===== src/rtl/pc_pkg.sv =====
`timescale 1ns/1ps
package pc_pkg;
  typedef enum logic [1:0] {
    TP_LIVE = 2'd0,
    TP_FLAT = 2'd1,
    TP_BARS = 2'd2,
    TP_RAMP = 2'd3
  } tp_sel_e;

  typedef struct packed {
    logic vld;
    logic sol;
    logic sof;
  } mark_t;
endpackage


===== src/rtl/pc_shadow.sv =====
`timescale 1ns/1ps
// Frame-synchronous setting holder; eff_o already reflects d_i on the load cycle.
module pc_shadow #(
  parameter int W = 8,
  parameter logic [W-1:0] RST = '0
) (
  input  logic         clk_i,
  input  logic         rst_ni,
  input  logic         load_i,
  input  logic [W-1:0] d_i,
  output logic [W-1:0] eff_o
);
  logic [W-1:0] q;

  always_ff @(posedge clk_i or negedge rst_ni) begin
    if (!rst_ni)     q <= RST;
    else if (load_i) q <= d_i;
  end

  assign eff_o = load_i ? d_i : q;
endmodule


===== src/rtl/pc_pos_tpg.sv =====
`timescale 1ns/1ps
module pc_pos_tpg
  import pc_pkg::*;
#(
  parameter int PIX_W  = 10,
  parameter int CNT_W  = 12,
  parameter int LINE_W = 64
) (
  input  logic             clk_i,
  input  logic             rst_ni,
  input  mark_t            mark_i,
  input  tp_sel_e          sel_i,
  input  logic [PIX_W-1:0] lvl_i,
  output logic [PIX_W-1:0] pat_o
);
  localparam int BAR_N    = 8;
  localparam int BAR_W    = (LINE_W / BAR_N) < 1 ? 1 : LINE_W / BAR_N;
  localparam int BAR_STEP = ((1 << PIX_W) - 1) / (BAR_N - 1);

  logic [CNT_W-1:0] x_q, y_q, x_cur, y_cur, bar_c, ramp_c;
  logic [2:0]       bar_idx;

  always_comb begin
    x_cur = mark_i.sol ? '0 : x_q;
    if (mark_i.sof)      y_cur = '0;
    else if (mark_i.sol) y_cur = y_q + CNT_W'(1);
    else                 y_cur = y_q;
  end

  always_ff @(posedge clk_i or negedge rst_ni) begin
    if (!rst_ni) begin
      x_q <= '0;
      y_q <= '0;
    end else if (mark_i.vld) begin
      x_q <= x_cur + CNT_W'(1);
      y_q <= y_cur;
    end
  end

  always_comb begin
    bar_c   = x_cur / CNT_W'(BAR_W);
    bar_idx = (bar_c > CNT_W'(BAR_N - 1)) ? 3'(BAR_N - 1) : bar_c[2:0];
    ramp_c  = x_cur + y_cur;
    unique case (sel_i)
      TP_FLAT: pat_o = lvl_i;
      TP_BARS: pat_o = PIX_W'(int'(bar_idx) * BAR_STEP);
      TP_RAMP: pat_o = ramp_c[PIX_W-1:0];
      default: pat_o = '0;
    endcase
  end
endmodule


===== src/rtl/pc_main_pipe.sv =====
`timescale 1ns/1ps
// Stage 1: offset subtract; stage 2: rounded gain and pattern mux.
module pc_main_pipe
  import pc_pkg::*;
#(
  parameter int PIX_W     = 10,
  parameter int GAIN_W    = 8,
  parameter int GAIN_FRAC = 5
) (
  input  logic              clk_i,
  input  logic              rst_ni,
  input  mark_t             mark_i,
  input  logic [PIX_W-1:0]  data_i,
  input  logic [PIX_W-1:0]  blk_i,
  input  logic [GAIN_W-1:0] gain_i,
  input  tp_sel_e           sel_i,
  input  logic [PIX_W-1:0]  pat_i,
  output mark_t             mark_o,
  output logic [PIX_W-1:0]  data_o
);
  localparam int PW = PIX_W + GAIN_W + 1;
  localparam logic [GAIN_W-1:0] ONE  = GAIN_W'(1 << GAIN_FRAC);
  localparam logic [PW-1:0]     HALF = PW'(1 << (GAIN_FRAC - 1));
  localparam logic [PW-1:0]     MAXV = PW'((1 << PIX_W) - 1);

  mark_t             m1;
  logic [PIX_W-1:0]  sub1, pat1, sub_c, res_c;
  logic [GAIN_W-1:0] gain1, g_eff;
  tp_sel_e           sel1;
  logic [PW-1:0]     prod, scaled;

  assign sub_c = (data_i > blk_i) ? data_i - blk_i : '0;

  always_ff @(posedge clk_i or negedge rst_ni) begin
    if (!rst_ni) begin
      m1    <= '0;
      sub1  <= '0;
      pat1  <= '0;
      gain1 <= ONE;
      sel1  <= TP_LIVE;
    end else begin
      m1    <= mark_i;
      sub1  <= sub_c;
      pat1  <= pat_i;
      gain1 <= gain_i;
      sel1  <= sel_i;
    end
  end

  always_comb begin
    g_eff  = (gain1 < ONE) ? ONE : gain1;
    prod   = PW'(sub1) * PW'(g_eff);
    scaled = (prod + HALF) >> GAIN_FRAC;
    res_c  = (scaled > MAXV) ? MAXV[PIX_W-1:0] : scaled[PIX_W-1:0];
  end

  always_ff @(posedge clk_i or negedge rst_ni) begin
    if (!rst_ni) begin
      mark_o <= '0;
      data_o <= '0;
    end else begin
      mark_o <= m1;
      data_o <= (sel1 == TP_LIVE) ? res_c : pat1;
    end
  end
endmodule


===== src/rtl/pc_blk_add.sv =====
`timescale 1ns/1ps
module pc_blk_add
  import pc_pkg::*;
#(
  parameter int PIX_W = 10
) (
  input  logic             clk_i,
  input  logic             rst_ni,
  input  mark_t            mark_i,
  input  logic [PIX_W-1:0] data_i,
  input  logic [PIX_W-1:0] lvl_i,
  output mark_t            mark_o,
  output logic [PIX_W-1:0] data_o
);
  logic [PIX_W:0] sum_c;

  assign sum_c = {1'b0, data_i} + {1'b0, lvl_i};

  always_ff @(posedge clk_i or negedge rst_ni) begin
    if (!rst_ni) begin
      mark_o <= '0;
      data_o <= '0;
    end else begin
      mark_o <= mark_i;
      data_o <= sum_c[PIX_W] ? '1 : sum_c[PIX_W-1:0];
    end
  end
endmodule


===== src/rtl/pix_front_cond.sv =====
`timescale 1ns/1ps
module pix_front_cond
  import pc_pkg::*;
#(
  parameter int PIX_W     = 10,
  parameter int GAIN_W    = 8,
  parameter int GAIN_FRAC = 5,
  parameter int CNT_W     = 12,
  parameter int LINE_W    = 64
) (
  input  logic              clk_i,
  input  logic              rst_ni,
  input  logic              pix_vld_i,
  input  logic              pix_sol_i,
  input  logic              pix_sof_i,
  input  logic [PIX_W-1:0]  pix_data_i,
  input  logic [PIX_W-1:0]  blk_sub_i,
  input  logic [GAIN_W-1:0] gain_i,
  input  logic [1:0]        tp_sel_i,
  input  logic [PIX_W-1:0]  tp_lvl_i,
  input  logic [PIX_W-1:0]  blk_add_i,
  output logic              cond_vld_o,
  output logic              cond_sol_o,
  output logic              cond_sof_o,
  output logic [PIX_W-1:0]  cond_data_o,
  input  logic              shd_vld_i,
  input  logic              shd_sol_i,
  input  logic              shd_sof_i,
  input  logic [PIX_W-1:0]  shd_data_i,
  output logic              post_vld_o,
  output logic              post_sol_o,
  output logic              post_sof_o,
  output logic [PIX_W-1:0]  post_data_o
);
  localparam logic [GAIN_W-1:0] GAIN_ONE = GAIN_W'(1 << GAIN_FRAC);

  logic              ld_main, ld_post;
  logic [PIX_W-1:0]  blk_sub_eff, tp_lvl_eff, blk_add_eff, pat;
  logic [GAIN_W-1:0] gain_eff;
  logic [1:0]        sel_eff;
  mark_t             mark_in, shd_mark, cond_mark, post_mark;

  assign ld_main  = pix_vld_i & pix_sof_i;
  assign ld_post  = shd_vld_i & shd_sof_i;
  assign mark_in  = '{vld: pix_vld_i, sol: pix_sol_i, sof: pix_sof_i};
  assign shd_mark = '{vld: shd_vld_i, sol: shd_sol_i, sof: shd_sof_i};

  pc_shadow #(.W(PIX_W))  i_sh_blk (.clk_i, .rst_ni, .load_i(ld_main), .d_i(blk_sub_i), .eff_o(blk_sub_eff));
  pc_shadow #(.W(GAIN_W), .RST(GAIN_ONE))
                          i_sh_gain(.clk_i, .rst_ni, .load_i(ld_main), .d_i(gain_i),    .eff_o(gain_eff));
  pc_shadow #(.W(2))      i_sh_sel (.clk_i, .rst_ni, .load_i(ld_main), .d_i(tp_sel_i),  .eff_o(sel_eff));
  pc_shadow #(.W(PIX_W))  i_sh_lvl (.clk_i, .rst_ni, .load_i(ld_main), .d_i(tp_lvl_i),  .eff_o(tp_lvl_eff));
  pc_shadow #(.W(PIX_W))  i_sh_add (.clk_i, .rst_ni, .load_i(ld_post), .d_i(blk_add_i), .eff_o(blk_add_eff));

  pc_pos_tpg #(.PIX_W(PIX_W), .CNT_W(CNT_W), .LINE_W(LINE_W)) i_tpg (
    .clk_i, .rst_ni, .mark_i(mark_in), .sel_i(tp_sel_e'(sel_eff)),
    .lvl_i(tp_lvl_eff), .pat_o(pat)
  );

  pc_main_pipe #(.PIX_W(PIX_W), .GAIN_W(GAIN_W), .GAIN_FRAC(GAIN_FRAC)) i_main (
    .clk_i, .rst_ni, .mark_i(mark_in), .data_i(pix_data_i), .blk_i(blk_sub_eff),
    .gain_i(gain_eff), .sel_i(tp_sel_e'(sel_eff)), .pat_i(pat),
    .mark_o(cond_mark), .data_o(cond_data_o)
  );

  pc_blk_add #(.PIX_W(PIX_W)) i_add (
    .clk_i, .rst_ni, .mark_i(shd_mark), .data_i(shd_data_i), .lvl_i(blk_add_eff),
    .mark_o(post_mark), .data_o(post_data_o)
  );

  assign cond_vld_o = cond_mark.vld;
  assign cond_sol_o = cond_mark.sol;
  assign cond_sof_o = cond_mark.sof;
  assign post_vld_o = post_mark.vld;
  assign post_sol_o = post_mark.sol;
  assign post_sof_o = post_mark.sof;
endmodule


===== config.mk =====
export PLATFORM = sky130hd
export DESIGN_NAME = pix_front_cond
export DESIGN_NICKNAME = d
export VERILOG_FILES = /design/src/rtl/pc_pkg.sv /design/src/rtl/pc_shadow.sv /design/src/rtl/pc_pos_tpg.sv /design/src/rtl/pc_main_pipe.sv /design/src/rtl/pc_blk_add.sv /design/src/rtl/pix_front_cond.sv
export SDC_FILE = /design/constraint.sdc
export NUM_CORES = 1
export LEC_CHECK = 0
export BUFFER_PORTS_ARGS = -buffer_cell sky130_fd_sc_hd__buf_2
export CAP_MARGIN = 30
export CORE_UTILIZATION = 30
export DETAILED_ROUTE_END_ITERATION = 16
export GPL_TIMING_DRIVEN = 0
export PLACE_DENSITY = 0.53
export SLEW_MARGIN = 5
export SYNTH_ARGS = -nofsm -noshare
export SYNTH_HDL_FRONTEND = slang
export SYNTH_SLANG_ARGS = --single-unit
export TNS_END_PERCENT = 10

===== constraint.sdc =====
create_clock -name clk_i -period 10.8 [get_ports clk_i]
set_clock_uncertainty 0.15 [all_clocks]
set_input_delay 2.16 -clock clk_i [delete_from_list [all_inputs] [get_ports clk_i]]
set_output_delay 2.16 -clock clk_i [all_outputs]
set_load 0.02 [all_outputs]

# --- Yosys cells after proc, flatten, opt, wreduce, memory -nomap -nowiden ---
# Cells that the tools add are included.
totals:
  register_bits: 113
  in_bits: 68
  out_inout_bits: 26
  elab_cells: 52
classes:
  add_sub_neg: 6
  multipliers: 2
  n_lt_le_gt_ge: 4
  eq_ne: 3
  mux: 14
  n_bitwise: 2
  reduce_logical: 1
ops:
  columns: ["op", "n"]
  rows:
  - ["10-bit two-way mux", 7]
  - ["12-bit two-way mux", 3]
  - ["10-bit case mux with 3 select lines", 1]
  - ["12-bit by 1-bit adder with 12-bit output (second input constant)", 2]
  - ["18-bit by 5-bit adder with 19-bit output (second input constant)", 1]
  - ["10-bit by 8-bit multiplier with 18-bit output", 1]
  - ["14-bit by 10-bit > comparator with 1-bit output (second input constant)", 1]
  - ["10-bit by 10-bit adder with 11-bit output", 1]
  - ["10-bit adder", 1]
  - ["10-bit > comparator", 1]
  - ["10-bit subtractor", 1]
  - ["9-bit by 3-bit > comparator with 1-bit output (second input constant)", 1]
  - ["3-bit by 7-bit multiplier with 9-bit output (second input constant)", 1]
  - ["8-bit by 6-bit < comparator with 1-bit output (second input constant)", 1]
  - ["8-bit two-way mux", 1]
  - ["2-bit equality test (second input constant)", 2]
  - ["3-bit two-way mux", 1]
  - ["1-bit AND", 2]
  - ["2-bit by 1-bit equality test with 1-bit output (second input constant)", 1]
  - ["2-bit logical NOT", 1]
  - ["2-bit two-way mux", 1]

# --- Longest topological paths before layout ---
depth:
  word_depth: 7
  depth_mapped: 21
  ltp_nobuf: 19

# --- By module ---
# Synthesis repeated with hierarchy kept, for this count alone.
unflattened:
  hier_cells: 865
  area_unflattened_um2: 8951.1
by_module_without_submodules:
  columns: ["module", "instances", "cells_each", "area_each_um2", "seq_area_each_um2"]
  rows:
  - ["pc_main_pipe", 1, 485, 4677.0, 1152.4]
  - ["pc_pos_tpg", 1, 221, 1828.0, 550.5]
  - ["pc_shadow (i_sh_add ...)", 3, 21, 411.6, 250.2]
  - ["pc_blk_add", 1, 73, 793.3, 325.3]
  - ["pc_shadow (i_sh_gain)", 1, 17, 332.8, 201.4]
  - ["pc_shadow (i_sh_sel)", 1, 4, 72.6, 50.0]
  - ["pix_front_cond", 1, 2, 12.5, 0.0]

# --- Worst setup path after synthesis ---
# Ideal clock, no wire load.
synth_timing:
  kind: "input port to flip-flop"
  from: "input port pix_vld_i"
  to: "register i_main.sub1[3]"
  arrival_time_ns: 5.403
  setup_slack_ns: 5.099
  cell_stages: 16
  n_path_buf: 4
  cell_sequence: "clkbuf_1 -> nand2_1 -> clkbuf_1 -> buf_2 -> buf_2 -> mux2_2 -> ha_1 -> inv_1 -> fa_1 -> a21o_1 -> a21oi_1 -> o21ai_1 -> a21oi_1 -> nor2b_1 -> o31ai_2 -> nor3_1"
synth_between:
  elab_chain_len: 4
synth_rtl:
  columns: ["element", "line", "text"]
  rows:
  - ["start: declaration", "pix_front_cond.sv:13", "input logic pix_vld_i,"]
  - ["1-bit AND (*)", "pix_front_cond.sv:43", "assign ld_main = pix_vld_i & pix_sof_i;"]
  - ["10-bit two-way mux (*)", null, null]
  - ["net blk_sub_eff[0]", "pix_front_cond.sv:38", "logic [PIX_W-1:0] blk_sub_eff, tp_lvl_eff, blk_add_eff, pat;"]
  - ["10-bit subtractor / 10-bit > comparator (equally long branches)", "pc_main_pipe.sv:32", "assign sub_c = (data_i > blk_i) ? data_i - blk_i : '0;"]
  - ["10-bit two-way mux (*)", "pc_main_pipe.sv:32", null]
  - ["net i_main.sub_c[3]", "pc_main_pipe.sv:27", "logic [PIX_W-1:0] sub1, pat1, sub_c, res_c;"]
  - ["end signal: assignment", "pc_main_pipe.sv:43", "sub1 <= sub_c;"]
  - ["end: declaration", "pc_main_pipe.sv:27", null]
# The timed path passes the listed nets; every way through them passes the cells marked *.
# A chain may end at the register's enable or synchronous reset.

# --- Final worst setup path ---
# Ends and elaborated chain as after synthesis.

==> out/metrics.cfg <==
[yosys]
yosys_register_bits=111
synth_cell_types=69
ys_seq_area_frac=0.3302
syn_area_um2=8416
synth-edff-count=0
async_reset_ff_frac=1.000
yosys_warnings=0
synth_nets=1031
synthCells=836
synth_area_per_cell_um2=10.07
synth_ff_type=dfrtp_1

[setup_path]
critPathMaxFanout=10
cp_cell_sequence=buf_2 > clkbuf_1 > nand2_1 > clkbuf_1 > buf_2 > buf_2 > mux2_2 > ha_1 > inv_1 > fa_1 > a21o_1 > a21oi_1 > o21ai_1 > a21oi_1 > nor2b_1 > o31ai_2 > nor3_1
startpoint_type=input pin
cp.depth=17
r2r_slack_ps=4680
path_buf_inv=6
crit_top_cell=buf_2
worst_ep_required_time_ps=10860
end_kind=flop
slowest_stage=o31ai_2
worstPathArrival_ps=6340
worstRegToRegCells=19
slowest_delay_ps=590
path_class=in2reg
cp_top_family=buffers and inverters

[timing]
slew_headroom=0.4070
fin_setup_tns_ps=0
fmax_mhz=159.2
fin_ws_ps=4519
min_period_ps=6281
worst_slew_pin_slew_ps=887.7
fin_crit_sh=0.5816
setup-violations-final=0
rsz0062_at_grt=false
hold_violations=0
slew_viol_final=0

[die]
die_h_um=169.5
chipWidth_um=169.5
die-area_um2=28730
fp-row-count=60
initial_core_util=0.3088
pin_count=94
core_um2=27250

[route]
dr.pass1.iters=4
wirelength_um=18140
routedWlPerCell_um=13.77
drc=0
vias_per_cell=4.610
drtIter0Drc=166
vias=6076
ant_nets=0

[finish]
antenna_cells=0
final_layout_size_suffix_gt1_frac=0.1797
layout.nets=1136
fin_cells=1318
final_common_cell=dfrtp_1
fin_util=0.3572
n_fill_cell=2787
mostFrequentLayoutCells=dfrtp_1 (110), inv_1 (105), buf_2 (94)
syn2layout_area_growth_pct=15.66

[job]
cap_violations=0

[clock_network]
cts_setup_buffers=0
cts_buffers=9
worstSkewPairLatency_ps=350
path_clk_slew_ps=80
cts_buffer_depth=2
cts_tree=yes
cts-hold-fix-buffers=0
clk_root_buffer_cell=clkbuf_16
htreeDepth=3
cts_resized=0
cts.sinks=111

[power]
clockPowerShare=0.206
combPwrFrac=0.515
p_sw_mw=0.7886
power_frac_seq=0.279
power_density_nw_per_um2=197.3
irDropWorstVdd_mv=0.09608
p_int_mw=1.131
swShare=0.4107
p_leak_nw=4.773

[global_routing]
grt_pass1_wl_um=30600
grt.overflow.total=0
grt_pass1_vias=6269
track_usage=0.1336
grt_max_degree=77
grt_antenna_before_repair=1

[placement]
place.port_buffers=93
gp_congestion=0.7870
place_inst=1302
place_hpwl_um=14210
dp_slack_ps=4062

[outcome]
status=finished clean

[min_path]
worst_hold_path.num_cells=0
hp-class=reg2reg

-- metal layers --
metal / part of all wire / track usage / up-vias
met1: 0.46 / 0.1679 / 2991
met3: 0.026 / 0.02239 / 13
met2: 0.50 / 0.2351 / 63
li1: - / - / 3007
met4: 0.014 / 0.03682 / 2
met5: 0.00072 / 0 / -
-- path summary, 6_finish.rpt --
path                                       from               end
worst max register to register  i_main.gain1[6]  i_main.data_o[9]
min in group asynchronous                rst_ni      i_tpg.y_q[1]
worst max-delay path                  pix_vld_i    i_main.sub1[3]
worst min-delay path               i_main.m1[2]  i_main.mark_o[2]
max in group asynchronous                rst_ni   i_main.gain1[5]
worst min register to register     i_main.m1[2]  i_main.mark_o[2]
-- cell type report --
class,count,area (um^2),area share
Buffer,19,98.84,0.01016
Clock buffer,9,225.2,0.02314
Clock inverter,7,127.6,0.01311
Inverter,106,397.9,0.04088
Multi-Input combinational cell,600,5140,0.5281
Sequential cell,111,2779,0.2855
Tap cell,372,465.4,0.04782
Timing Repair Buffer,94,499.2,0.05129
-- state kept, by name, indices dropped and copies added (netlist names) --
| name | flops |
|---|---|
| i_sh_add.q | 10 |
| i_main.sub1 | 10 |
| i_main.mark_o | 3 |
| i_main.gain1 | 8 |
| i_sh_lvl.q | 10 |
| i_tpg.y_q | 10 |
| i_tpg.x_q | 12 |
| i_add.data_o | 10 |
| i_main.m1 | 3 |
| i_main.data_o | 10 |
| i_sh_blk.q | 10 |
| i_main.pat1 | 10 |
| i_main.sel1 | 2 |
| i_add.mark_o | 3 |
-- synth_stat cells, drive strengths merged, types with 19 or more instances --
cell type / n / share of area
fa: 52 / 0.12
ha: 75 / 0.11
inv: 106 / 0.047
nor2b: 22 / 0.016
nand2: 52 / 0.023
xnor2: 19 / 0.020
o21ai: 28 / 0.018
a21oi: 29 / 0.019
nand3: 25 / 0.015
mux2i: 21 / 0.025
nor2: 51 / 0.023
dfrtp: 110 / 0.33
and2: 57 / 0.042
mux2: 35 / 0.047
xor2: 22 / 0.023
-- power groups by stage --
stage                     registers (mW)  clock network, mW  logic [mW]
after floorplan                    0.566                  0       0.725
after global placement             0.545                  0        1.00
after detailed placement           0.545                  0        1.01
after CTS                          0.538              0.411        1.02
after global routing               0.545              0.425        1.14
final                              0.536              0.395       0.989
-- stage by stage --
step	area [um^2]	hold WS, ps	power, mW
finish	9733	201.4	1.920
global route	9733	211.7	2.115
CTS	9733	204.1	1.969
detailed placement	9380	186.4	1.558
global placement	9346	182.9	1.546
floorplan	8416	181.2	1.290
-- logic make-up (layout without fill, tap and decap cells) --
| family | Yosys count | count (layout) | share of synthesized area |
|---|---|---|---|
| multiplexers | 56 | 56 | 0.07181 |
| AND/OR/NAND/NOR | 251 | 251 | 0.1548 |
| buffers and inverters | 125 | 235 | 0.05902 |
| XOR/XNOR | 41 | 41 | 0.04267 |
| adder cells (fa/ha/maj) | 127 | 127 | 0.2352 |
| flip-flops | 111 | 111 | 0.3302 |
| AO/OA/AOI/OAI | 125 | 125 | 0.1063 |
Power figures use the tool's default switching activity.
